$ cat src/rtl/dml_pkg.sv
package dml_pkg;

    typedef enum logic [2:0] {
        ST_RESET_PULSE,
        ST_RS_SETUP,
        ST_CE_FALL,
        ST_CLK_LOW,
        ST_CLK_HIGH,
        ST_CE_RISE,
        ST_LATCH,
        ST_IDLE
    } dml_state_e;

    typedef enum logic [1:0] {
        K_CLEAR,
        K_FRAME,
        K_CTRL
    } dml_kind_e;

endpackage

$ cat src/rtl/dml_timer.sv
module dml_timer #(
    parameter int CW      = 4,
    parameter int RST_VAL = 0
) (
    input  logic          clk,
    input  logic          rst_n,
    input  logic          load,
    input  logic [CW-1:0] load_val,
    output logic          zero
);

    logic [CW-1:0] cnt_q;

    always_ff @(posedge clk or negedge rst_n) begin
        if (!rst_n)
            cnt_q <= CW'(RST_VAL);
        else if (load)
            cnt_q <= load_val;
        else if (cnt_q != '0)
            cnt_q <= cnt_q - 1'b1;
    end

    assign zero = (cnt_q == '0);

endmodule

$ cat src/rtl/dml_byte_shifter.sv
module dml_byte_shifter #(
    parameter int BYTE_CW = 4
) (
    input  logic               clk,
    input  logic               rst_n,
    input  logic               first,
    input  logic               next,
    input  logic               shift,
    input  logic [7:0]         din,
    output logic               msb,
    output logic               bit_last,
    output logic [BYTE_CW-1:0] byte_idx
);

    logic [7:0]         sh_q;
    logic [2:0]         bit_q;
    logic [BYTE_CW-1:0] byte_q;

    always_ff @(posedge clk or negedge rst_n) begin
        if (!rst_n) begin
            sh_q   <= '0;
            bit_q  <= '0;
            byte_q <= '0;
        end else if (first) begin
            sh_q   <= din;
            bit_q  <= '0;
            byte_q <= '0;
        end else if (next) begin
            sh_q   <= din;
            bit_q  <= '0;
            byte_q <= byte_q + 1'b1;
        end else if (shift) begin
            sh_q   <= {sh_q[6:0], 1'b0};
            bit_q  <= bit_q + 1'b1;
        end
    end

    assign msb      = sh_q[7];
    assign bit_last = (bit_q == 3'd7);
    assign byte_idx = byte_q;

endmodule

$ cat src/rtl/dotmatrix_loader.sv
module dotmatrix_loader #(
    parameter int         N_DEV         = 2,
    parameter int         CHARS_PER_DEV = 4,
    parameter int         COLS_PER_CHAR = 5,
    parameter int         ADDR_W        = 8,
    parameter int         T_RST         = 8,
    parameter int         T_HI          = 10,
    parameter int         T_LO          = 10,
    parameter int         T_GAP         = 4,
    parameter logic [5:0] BOOT_LEVEL    = 6'h2F
) (
    input  logic              clk,
    input  logic              rst_n,
    input  logic              req_valid,
    input  logic              req_ctrl,
    input  logic [ADDR_W-1:0] req_base,
    input  logic [7:0]        req_byte,
    output logic              busy,
    output logic              done,
    output logic [ADDR_W-1:0] buf_addr,
    input  logic [7:0]        buf_data,
    output logic              disp_rst_n,
    output logic              disp_ce_n,
    output logic              disp_rs,
    output logic              disp_sclk,
    output logic              disp_sdat
);
    import dml_pkg::*;

    localparam int NBYTES  = N_DEV * CHARS_PER_DEV * COLS_PER_CHAR;
    localparam int BYTE_CW = $clog2(NBYTES + 1);
    localparam int TMAX_A  = (T_HI > T_LO) ? T_HI : T_LO;
    localparam int TMAX_B  = (T_GAP > T_RST) ? T_GAP : T_RST;
    localparam int TMAX    = (TMAX_A > TMAX_B) ? TMAX_A : TMAX_B;
    localparam int TCW     = $clog2(TMAX + 1);

    dml_state_e        state_q, state_d;
    dml_kind_e         kind_q;
    logic [7:0]        ctrl_q;
    logic [ADDR_W-1:0] addr_q;
    logic              booting_q, done_q;

    logic              tmr_load, tmr_zero;
    logic [TCW-1:0]    tmr_val;
    logic              sh_first, sh_next, sh_shift;
    logic              sh_msb, sh_bit_last;
    logic [BYTE_CW-1:0] sh_byte;
    logic              last_bit;
    logic              accept, boot_ctrl, finish;
    logic [7:0]        byte_src;

    function automatic logic [TCW-1:0] phase_len(input dml_state_e st);
        unique case (st)
            ST_RESET_PULSE: phase_len = TCW'(T_RST - 1);
            ST_CLK_LOW:     phase_len = TCW'(T_LO - 1);
            ST_LATCH:       phase_len = TCW'(T_LO - 1);
            ST_CLK_HIGH:    phase_len = TCW'(T_HI - 1);
            ST_RS_SETUP,
            ST_CE_FALL,
            ST_CE_RISE:     phase_len = TCW'(T_GAP - 1);
            ST_IDLE:        phase_len = '0;
        endcase
    endfunction

    dml_timer #(.CW(TCW), .RST_VAL(T_RST - 1)) u_timer (
        .clk      (clk),
        .rst_n    (rst_n),
        .load     (tmr_load),
        .load_val (tmr_val),
        .zero     (tmr_zero)
    );

    dml_byte_shifter #(.BYTE_CW(BYTE_CW)) u_shift (
        .clk      (clk),
        .rst_n    (rst_n),
        .first    (sh_first),
        .next     (sh_next),
        .shift    (sh_shift),
        .din      (byte_src),
        .msb      (sh_msb),
        .bit_last (sh_bit_last),
        .byte_idx (sh_byte)
    );

    always_comb begin
        unique case (kind_q)
            K_CTRL:  byte_src = ctrl_q;
            K_FRAME: byte_src = buf_data;
            default: byte_src = 8'h00;
        endcase
    end

    assign last_bit = sh_bit_last &&
        ((kind_q == K_CTRL) ? (sh_byte == '0) : (sh_byte == BYTE_CW'(NBYTES - 1)));

    // next-state logic
    always_comb begin
        state_d   = state_q;
        sh_first  = 1'b0;
        sh_next   = 1'b0;
        sh_shift  = 1'b0;
        accept    = 1'b0;
        boot_ctrl = 1'b0;
        finish    = 1'b0;
        unique case (state_q)
            ST_RESET_PULSE: if (tmr_zero) state_d = ST_RS_SETUP;
            ST_RS_SETUP:    if (tmr_zero) state_d = ST_CE_FALL;
            ST_CE_FALL: if (tmr_zero) begin
                state_d  = ST_CLK_LOW;
                sh_first = 1'b1;
            end
            ST_CLK_LOW:     if (tmr_zero) state_d = ST_CLK_HIGH;
            ST_CLK_HIGH: if (tmr_zero) begin
                if (last_bit) begin
                    state_d = ST_CE_RISE;
                end else begin
                    state_d  = ST_CLK_LOW;
                    sh_next  = sh_bit_last;
                    sh_shift = !sh_bit_last;
                end
            end
            ST_CE_RISE:     if (tmr_zero) state_d = ST_LATCH;
            ST_LATCH: if (tmr_zero) begin
                if (booting_q && kind_q == K_CLEAR) begin
                    state_d   = ST_RS_SETUP;
                    boot_ctrl = 1'b1;
                end else begin
                    state_d = ST_IDLE;
                    finish  = 1'b1;
                end
            end
            ST_IDLE: if (req_valid) begin
                state_d = ST_RS_SETUP;
                accept  = 1'b1;
            end
        endcase
        tmr_load = (state_d != state_q);
        tmr_val  = phase_len(state_d);
    end

    // state register
    always_ff @(posedge clk or negedge rst_n) begin
        if (!rst_n) begin
            state_q   <= ST_RESET_PULSE;
            kind_q    <= K_CLEAR;
            ctrl_q    <= '0;
            addr_q    <= '0;
            booting_q <= 1'b1;
            done_q    <= 1'b0;
        end else begin
            state_q <= state_d;
            done_q  <= finish && !booting_q;
            if (finish)
                booting_q <= 1'b0;
            if (accept) begin
                kind_q <= req_ctrl ? K_CTRL : K_FRAME;
                ctrl_q <= req_byte;
                addr_q <= req_base;
            end else if (sh_first || sh_next) begin
                addr_q <= addr_q + 1'b1;
            end
            if (boot_ctrl) begin
                kind_q <= K_CTRL;
                ctrl_q <= {2'b01, BOOT_LEVEL};
            end
        end
    end

    // outputs
    always_comb begin
        busy       = (state_q != ST_IDLE);
        done       = done_q;
        buf_addr   = addr_q;
        disp_rst_n = (state_q != ST_RESET_PULSE);
        disp_ce_n  = !(state_q == ST_CE_FALL || state_q == ST_CLK_LOW ||
                       state_q == ST_CLK_HIGH);
        disp_sclk  = (state_q == ST_CLK_HIGH || state_q == ST_CE_RISE);
        disp_sdat  = (state_q == ST_CLK_LOW || state_q == ST_CLK_HIGH) && sh_msb;
        disp_rs    = (kind_q == K_CTRL);
    end

endmodule

$ cat config.mk
export PLATFORM = sky130hd
export DESIGN_NAME = dotmatrix_loader
export DESIGN_NICKNAME = d
export VERILOG_FILES = /design/src/rtl/dml_pkg.sv /design/src/rtl/dml_timer.sv /design/src/rtl/dml_byte_shifter.sv /design/src/rtl/dotmatrix_loader.sv
export SDC_FILE = /design/constraint.sdc
export NUM_CORES = 1
export LEC_CHECK = 0
export ABC_CLOCK_PERIOD_IN_PS = 2800
export BUFFER_PORTS_ARGS = -buffer_cell sky130_fd_sc_hd__buf_4
export CAP_MARGIN = 5
export CORE_ASPECT_RATIO = 1.4
export CORE_MARGIN = 3
export CORE_UTILIZATION = 45
export DETAILED_ROUTE_END_ITERATION = 8
export HOLD_SLACK_MARGIN = 0.08
export PLACE_DENSITY = 0.66
export SYNTH_ARGS = -nofsm -noshare
export SYNTH_HDL_FRONTEND = slang
export SYNTH_SLANG_ARGS = --single-unit
$ cat constraint.sdc
create_clock -name clk -period 2.8 [get_ports clk]
set_clock_uncertainty 0.2 [all_clocks]
set_input_delay 0 -clock clk [delete_from_list [all_inputs] [get_ports clk]]
set_output_delay 0 -clock clk [all_outputs]
set_load 0.01 [all_outputs]
==> metrics.txt <==
# TYPE chip_impl_metric gauge
chip_impl_metric{name="die_h",unit="microns"} 96.2
chip_impl_metric{name="synth-seq-area-share",unit="%"} 42.3
chip_impl_info{name="worst_setup_path_end_kind",value="flop"} 1
chip_impl_metric{name="final_non_filler_cell_area",unit="sq um"} 3420
chip_impl_metric{name="fp.coreArea",unit="sq um"} 5570
chip_impl_metric{name="gr-usage-all-layers",unit="%"} 19.6
chip_impl_metric{name="dpl-instance-area",unit="sq um"} 2990
chip_impl_metric{name="finalSetupViolations",unit=""} 0
chip_impl_metric{name="gr-total-overflow",unit=""} 0
chip_impl_info{name="dr.max_layer_used",value="met4"} 1
chip_impl_metric{name="p_per_area",unit="nW/um^2"} 871
chip_impl_metric{name="drt-initial-drc-count",unit=""} 122
chip_impl_info{name="yosysTopAreaCell",value="sky130_fd_sc_hd__dfrtp_1"} 1
chip_impl_metric{name="vias",unit=""} 2303
chip_impl_metric{name="detail_route.wl_per_cell",unit="microns"} 14.7
chip_impl_metric{name="finalSetupTns",unit="ps"} 0
chip_impl_info{name="worst_hold_path_type",value="input port to flop"} 1
chip_impl_metric{name="ys_async_sr_fraction",unit="%"} 100
chip_impl_metric{name="route.met2.wl",unit="mm"} 3.15
chip_impl_metric{name="synth_top_area_share",unit="%"} 38.3
chip_impl_metric{name="wl_met3",unit="microns"} 276
chip_impl_metric{name="post-route-period-util",unit="%"} 93.5
chip_impl_metric{name="syn_area_per_cell",unit="sq um"} 9.24
chip_impl_metric{name="design.portCount",unit=""} 43
chip_impl_metric{name="detailedRoute.firstPassIterationCount",unit=""} 4
chip_impl_metric{name="clock.fmax",unit="GHz"} 0.382
chip_impl_info{name="synthTopCellsByArea",value="sky130_fd_sc_hd__dfrtp_1 (38%), sky130_fd_sc_hd__nand2_1 (4.7%), sky130_fd_sc_hd__ha_1 (4.3%), sky130_fd_sc_hd__nand3_1 (4.2%), sky130_fd_sc_hd__dfstp_2 (4.0%)"} 1
chip_impl_metric{name="yosysWarnings",unit=""} 0
chip_impl_metric{name="fin_nets",unit=""} 391
chip_impl_metric{name="viasPerCell",unit=""} 5.44
chip_impl_metric{name="number_of_antenna_violations_at_the_first_check_in_global_routing",unit=""} 0
chip_impl_info{name="cts_root_buf",value="sky130_fd_sc_hd__clkbuf_8"} 1
chip_impl_metric{name="number_of_global_route_vias_before_repair",unit=""} 2316
chip_impl_metric{name="slew_headroom",unit="%"} 50.1
chip_impl_metric{name="synth_area",unit="sq um"} 2620
chip_impl_metric{name="design.die.area",unit="sq um"} 6770
chip_impl_metric{name="post_cts_clock_slew_at_the_launch_and_capture_registers_of_the_worst_setup_and_hold_paths",unit="ps"} 90
chip_impl_metric{name="worstPathArrival",unit="ps"} 2610
chip_impl_metric{name="finalWorstPathRequiredPeriod",unit="ps"} 2620
chip_impl_metric{name="preCtsSetupSlack",unit="ps"} 247
chip_impl_info{name="cts_tree",value="built"} 1
chip_impl_metric{name="setup_slack_after_layout",unit="ps"} 182
chip_impl_metric{name="clock_buffer_count_from_cts",unit=""} 5
chip_impl_metric{name="fp-row-count",unit=""} 32
chip_impl_metric{name="hpwl_after_detailed_placement",unit="mm"} 4.32
chip_impl_metric{name="post_synthesis_net_count",unit=""} 320
chip_impl_metric{name="postCtsResizedCells",unit=""} 0
chip_impl_metric{name="critPathMaxFanout",unit=""} 11
chip_impl_metric{name="place_inst",unit=""} 385
chip_impl_metric{name="cap_viol_max_count",unit=""} 0
chip_impl_info{name="outcome",value="completed"} 1
chip_impl_metric{name="worst_hold_slack",unit="ps"} 263
chip_impl_info{name="critPathLaunchType",value="flop"} 1
chip_impl_metric{name="pin_count_of_the_biggest_net_entering_global_routing",unit=""} 41
chip_impl_metric{name="required_time_of_the_critical_path",unit="ps"} 2790
chip_impl_metric{name="finish.cell_count_without_fillers",unit=""} 423
chip_impl_info{name="critPathKind",value="flop to flop"} 1
chip_impl_metric{name="initial_core_util",unit="%"} 47.0
chip_impl_metric{name="cts.path.max_buffers",unit=""} 2
chip_impl_metric{name="synth-seq-cells",unit=""} 44
chip_impl_metric{name="diodes",unit=""} 0
chip_impl_metric{name="postRouteAntennaNets",unit=""} 0
chip_impl_metric{name="report.final.hold_viol_count",unit=""} 0
chip_impl_info{name="rsz_0062_raised_after_global_routing",value="no"} 1
chip_impl_metric{name="post-layout-total-power",unit="mW"} 2.98
chip_impl_info{name="ys.flop_type",value="sky130_fd_sc_hd__dfrtp_1"} 1
chip_impl_metric{name="clkSinkCount",unit=""} 44
chip_impl_metric{name="synth.distinct_cells",unit=""} 58
chip_impl_metric{name="final_core_utilization",unit="%"} 61.4
chip_impl_metric{name="synth-edff-count",unit=""} 0
chip_impl_metric{name="vdd_ir_drop_max",unit="mV"} 0.424
chip_impl_metric{name="clkLatencyLatePin",unit="ps"} 300
chip_impl_metric{name="detail_route.drc_violations",unit=""} 0
chip_impl_metric{name="number_of_instances_in_the_synthesized_netlist",unit=""} 283
chip_impl_metric{name="port_buffers",unit=""} 42
chip_impl_metric{name="die_width",unit="microns"} 70.4
chip_impl_metric{name="cts_max_level",unit=""} 2
chip_impl_metric{name="wl",unit="mm"} 6.23
chip_impl_metric{name="report.final.slew_viol_count",unit=""} 0
chip_impl_metric{name="worst_slew_pin_slew",unit="ps"} 747
chip_impl_metric{name="final_layout_size_suffix_gt1_share",unit="%"} 22.0
chip_impl_metric{name="routabilityCongestion",unit=""} 0.821
chip_impl_metric{name="area_delta_synth_final",unit="%"} 30.7
chip_impl_metric{name="grt_pass1_wl",unit="mm"} 10.6
chip_impl_metric{name="wl_met1",unit="mm"} 2.67
chip_impl_metric{name="leakage",unit="nW"} 1.52
[report_power, final]
| part | leakage [nW] | switching (mW) | internal (mW) |
|---|---|---|---|
| Sequential | 0.519 | 0.229 | 0.885 |
| Combinational | 0.947 | 0.707 | 0.657 |
| Clock | 0.0548 | 0.229 | 0.269 |
[final timing paths]
check                                  from                to  slack [ps]  depth (start not counted)
min in group asynchronous             rst_n  u_timer.cnt_q[2]         560                          3
worst min-delay path            req_byte[0]         ctrl_q[0]         260                          4
worst min register to register    booting_q         booting_q         300                          1
worst max-delay path              kind_q[0]  u_timer.cnt_q[3]         180                          7
max in group asynchronous             rst_n         ctrl_q[1]        1610                          4
worst max register to register    kind_q[0]  u_timer.cnt_q[3]         180                          7
[placed cells by master (no fill, tap or decap), types with 2 or more instances in the layout]
cell / Yosys / routed
sky130_fd_sc_hd__a211o_1: 2 / 2
sky130_fd_sc_hd__a21oi_1: 12 / 12
sky130_fd_sc_hd__a22o_1: 8 / 8
sky130_fd_sc_hd__a31o_1: 2 / 2
sky130_fd_sc_hd__a31oi_1: 6 / 6
sky130_fd_sc_hd__and2_1: 3 / 3
sky130_fd_sc_hd__and3_1: 2 / 2
sky130_fd_sc_hd__buf_4: 2 / 50
sky130_fd_sc_hd__clkbuf_8: 0 / 5
sky130_fd_sc_hd__dfrtp_1: 40 / 40
sky130_fd_sc_hd__dfstp_2: 4 / 4
sky130_fd_sc_hd__dlygate4sd3_1: 0 / 29
sky130_fd_sc_hd__ha_1: 9 / 9
sky130_fd_sc_hd__inv_1: 12 / 12
sky130_fd_sc_hd__mux2i_1: 9 / 9
sky130_fd_sc_hd__nand2_1: 33 / 33
sky130_fd_sc_hd__nand3_1: 22 / 22
sky130_fd_sc_hd__nand3b_1: 2 / 2
sky130_fd_sc_hd__nand4_1: 5 / 5
sky130_fd_sc_hd__nor2_1: 25 / 25
sky130_fd_sc_hd__nor2b_1: 4 / 4
sky130_fd_sc_hd__nor3_1: 2 / 2
sky130_fd_sc_hd__nor3b_2: 2 / 2
sky130_fd_sc_hd__o21ai_0: 12 / 12
sky130_fd_sc_hd__o21ai_1: 9 / 9
sky130_fd_sc_hd__or3_1: 6 / 6
sky130_fd_sc_hd__xnor2_1: 7 / 7
[flip-flops by register name, indices dropped and copies added, names as in the netlist]
signal,cells
ctrl_q,8
u_shift.byte_idx,6
done,1
buf_addr,8
u_timer.cnt_q,4
state_q,3
booting_q,1
u_shift.bit_q,3
kind_q,2
u_shift.sh_q,8
[metal layers]
layer  GRT usage (%)  vias up
met3            4.08       12
met4            7.51        0
met5               0        -
li1                -     1146
met2            34.0       59
met1            23.9     1086
[synthesized netlist by cell type, types with 3 or more instances]
cell	number
sky130_fd_sc_hd__a21oi_1	12
sky130_fd_sc_hd__a22o_1	8
sky130_fd_sc_hd__a31oi_1	6
sky130_fd_sc_hd__and2_1	3
sky130_fd_sc_hd__buf_2	7
sky130_fd_sc_hd__clkbuf_1	5
sky130_fd_sc_hd__dfrtp_1	40
sky130_fd_sc_hd__dfstp_2	4
sky130_fd_sc_hd__ha_1	9
sky130_fd_sc_hd__inv_1	12
sky130_fd_sc_hd__mux2i_1	9
sky130_fd_sc_hd__nand2_1	33
sky130_fd_sc_hd__nand3_1	22
sky130_fd_sc_hd__nand4_1	5
sky130_fd_sc_hd__nor2_1	25
sky130_fd_sc_hd__nor2b_1	4
sky130_fd_sc_hd__o21ai_0	12
sky130_fd_sc_hd__o21ai_1	9
sky130_fd_sc_hd__or3_1	6
sky130_fd_sc_hd__xnor2_1	7
[final cells by class]
type,count,area (sq um)
inverters,12,45.0
clock inverters,3,46.3
well taps,68,85.1
multi-input cells,211,1380
flip-flops and latches,44,1110
fillers,480,2150
repair buffers,80,686
clock buffers,5,68.8
[logic make-up after synthesis]
kind of cell,after synthesis,share of synthesized area [%]
xor gates and xnor gates,8,2.68
adders and majority gates,9,4.31
AOI/OAI and AO/OA,67,17.7
buffers and inverters,28,4.93
muxes,9,3.45
DFF,44,42.3
and+or+nand+nor,118,24.6
[timing repair]
item                                   4_1_cts  5_1_grt
endpoints found under the hold margin       71        0
setup buffers                                0        0
hold buffers                                30        0
[critical path: stages, from the launching register on]
cell and delay, ps:
sky130_fd_sc_hd__dfrtp_1 390, sky130_fd_sc_hd__inv_1 110, sky130_fd_sc_hd__ha_1 430, sky130_fd_sc_hd__nand4bb_4 190, sky130_fd_sc_hd__a2111oi_0 560, sky130_fd_sc_hd__o32ai_1 210, sky130_fd_sc_hd__o2111a_1 160, sky130_fd_sc_hd__a211o_1 260
(Power assumes the default switching activity.)
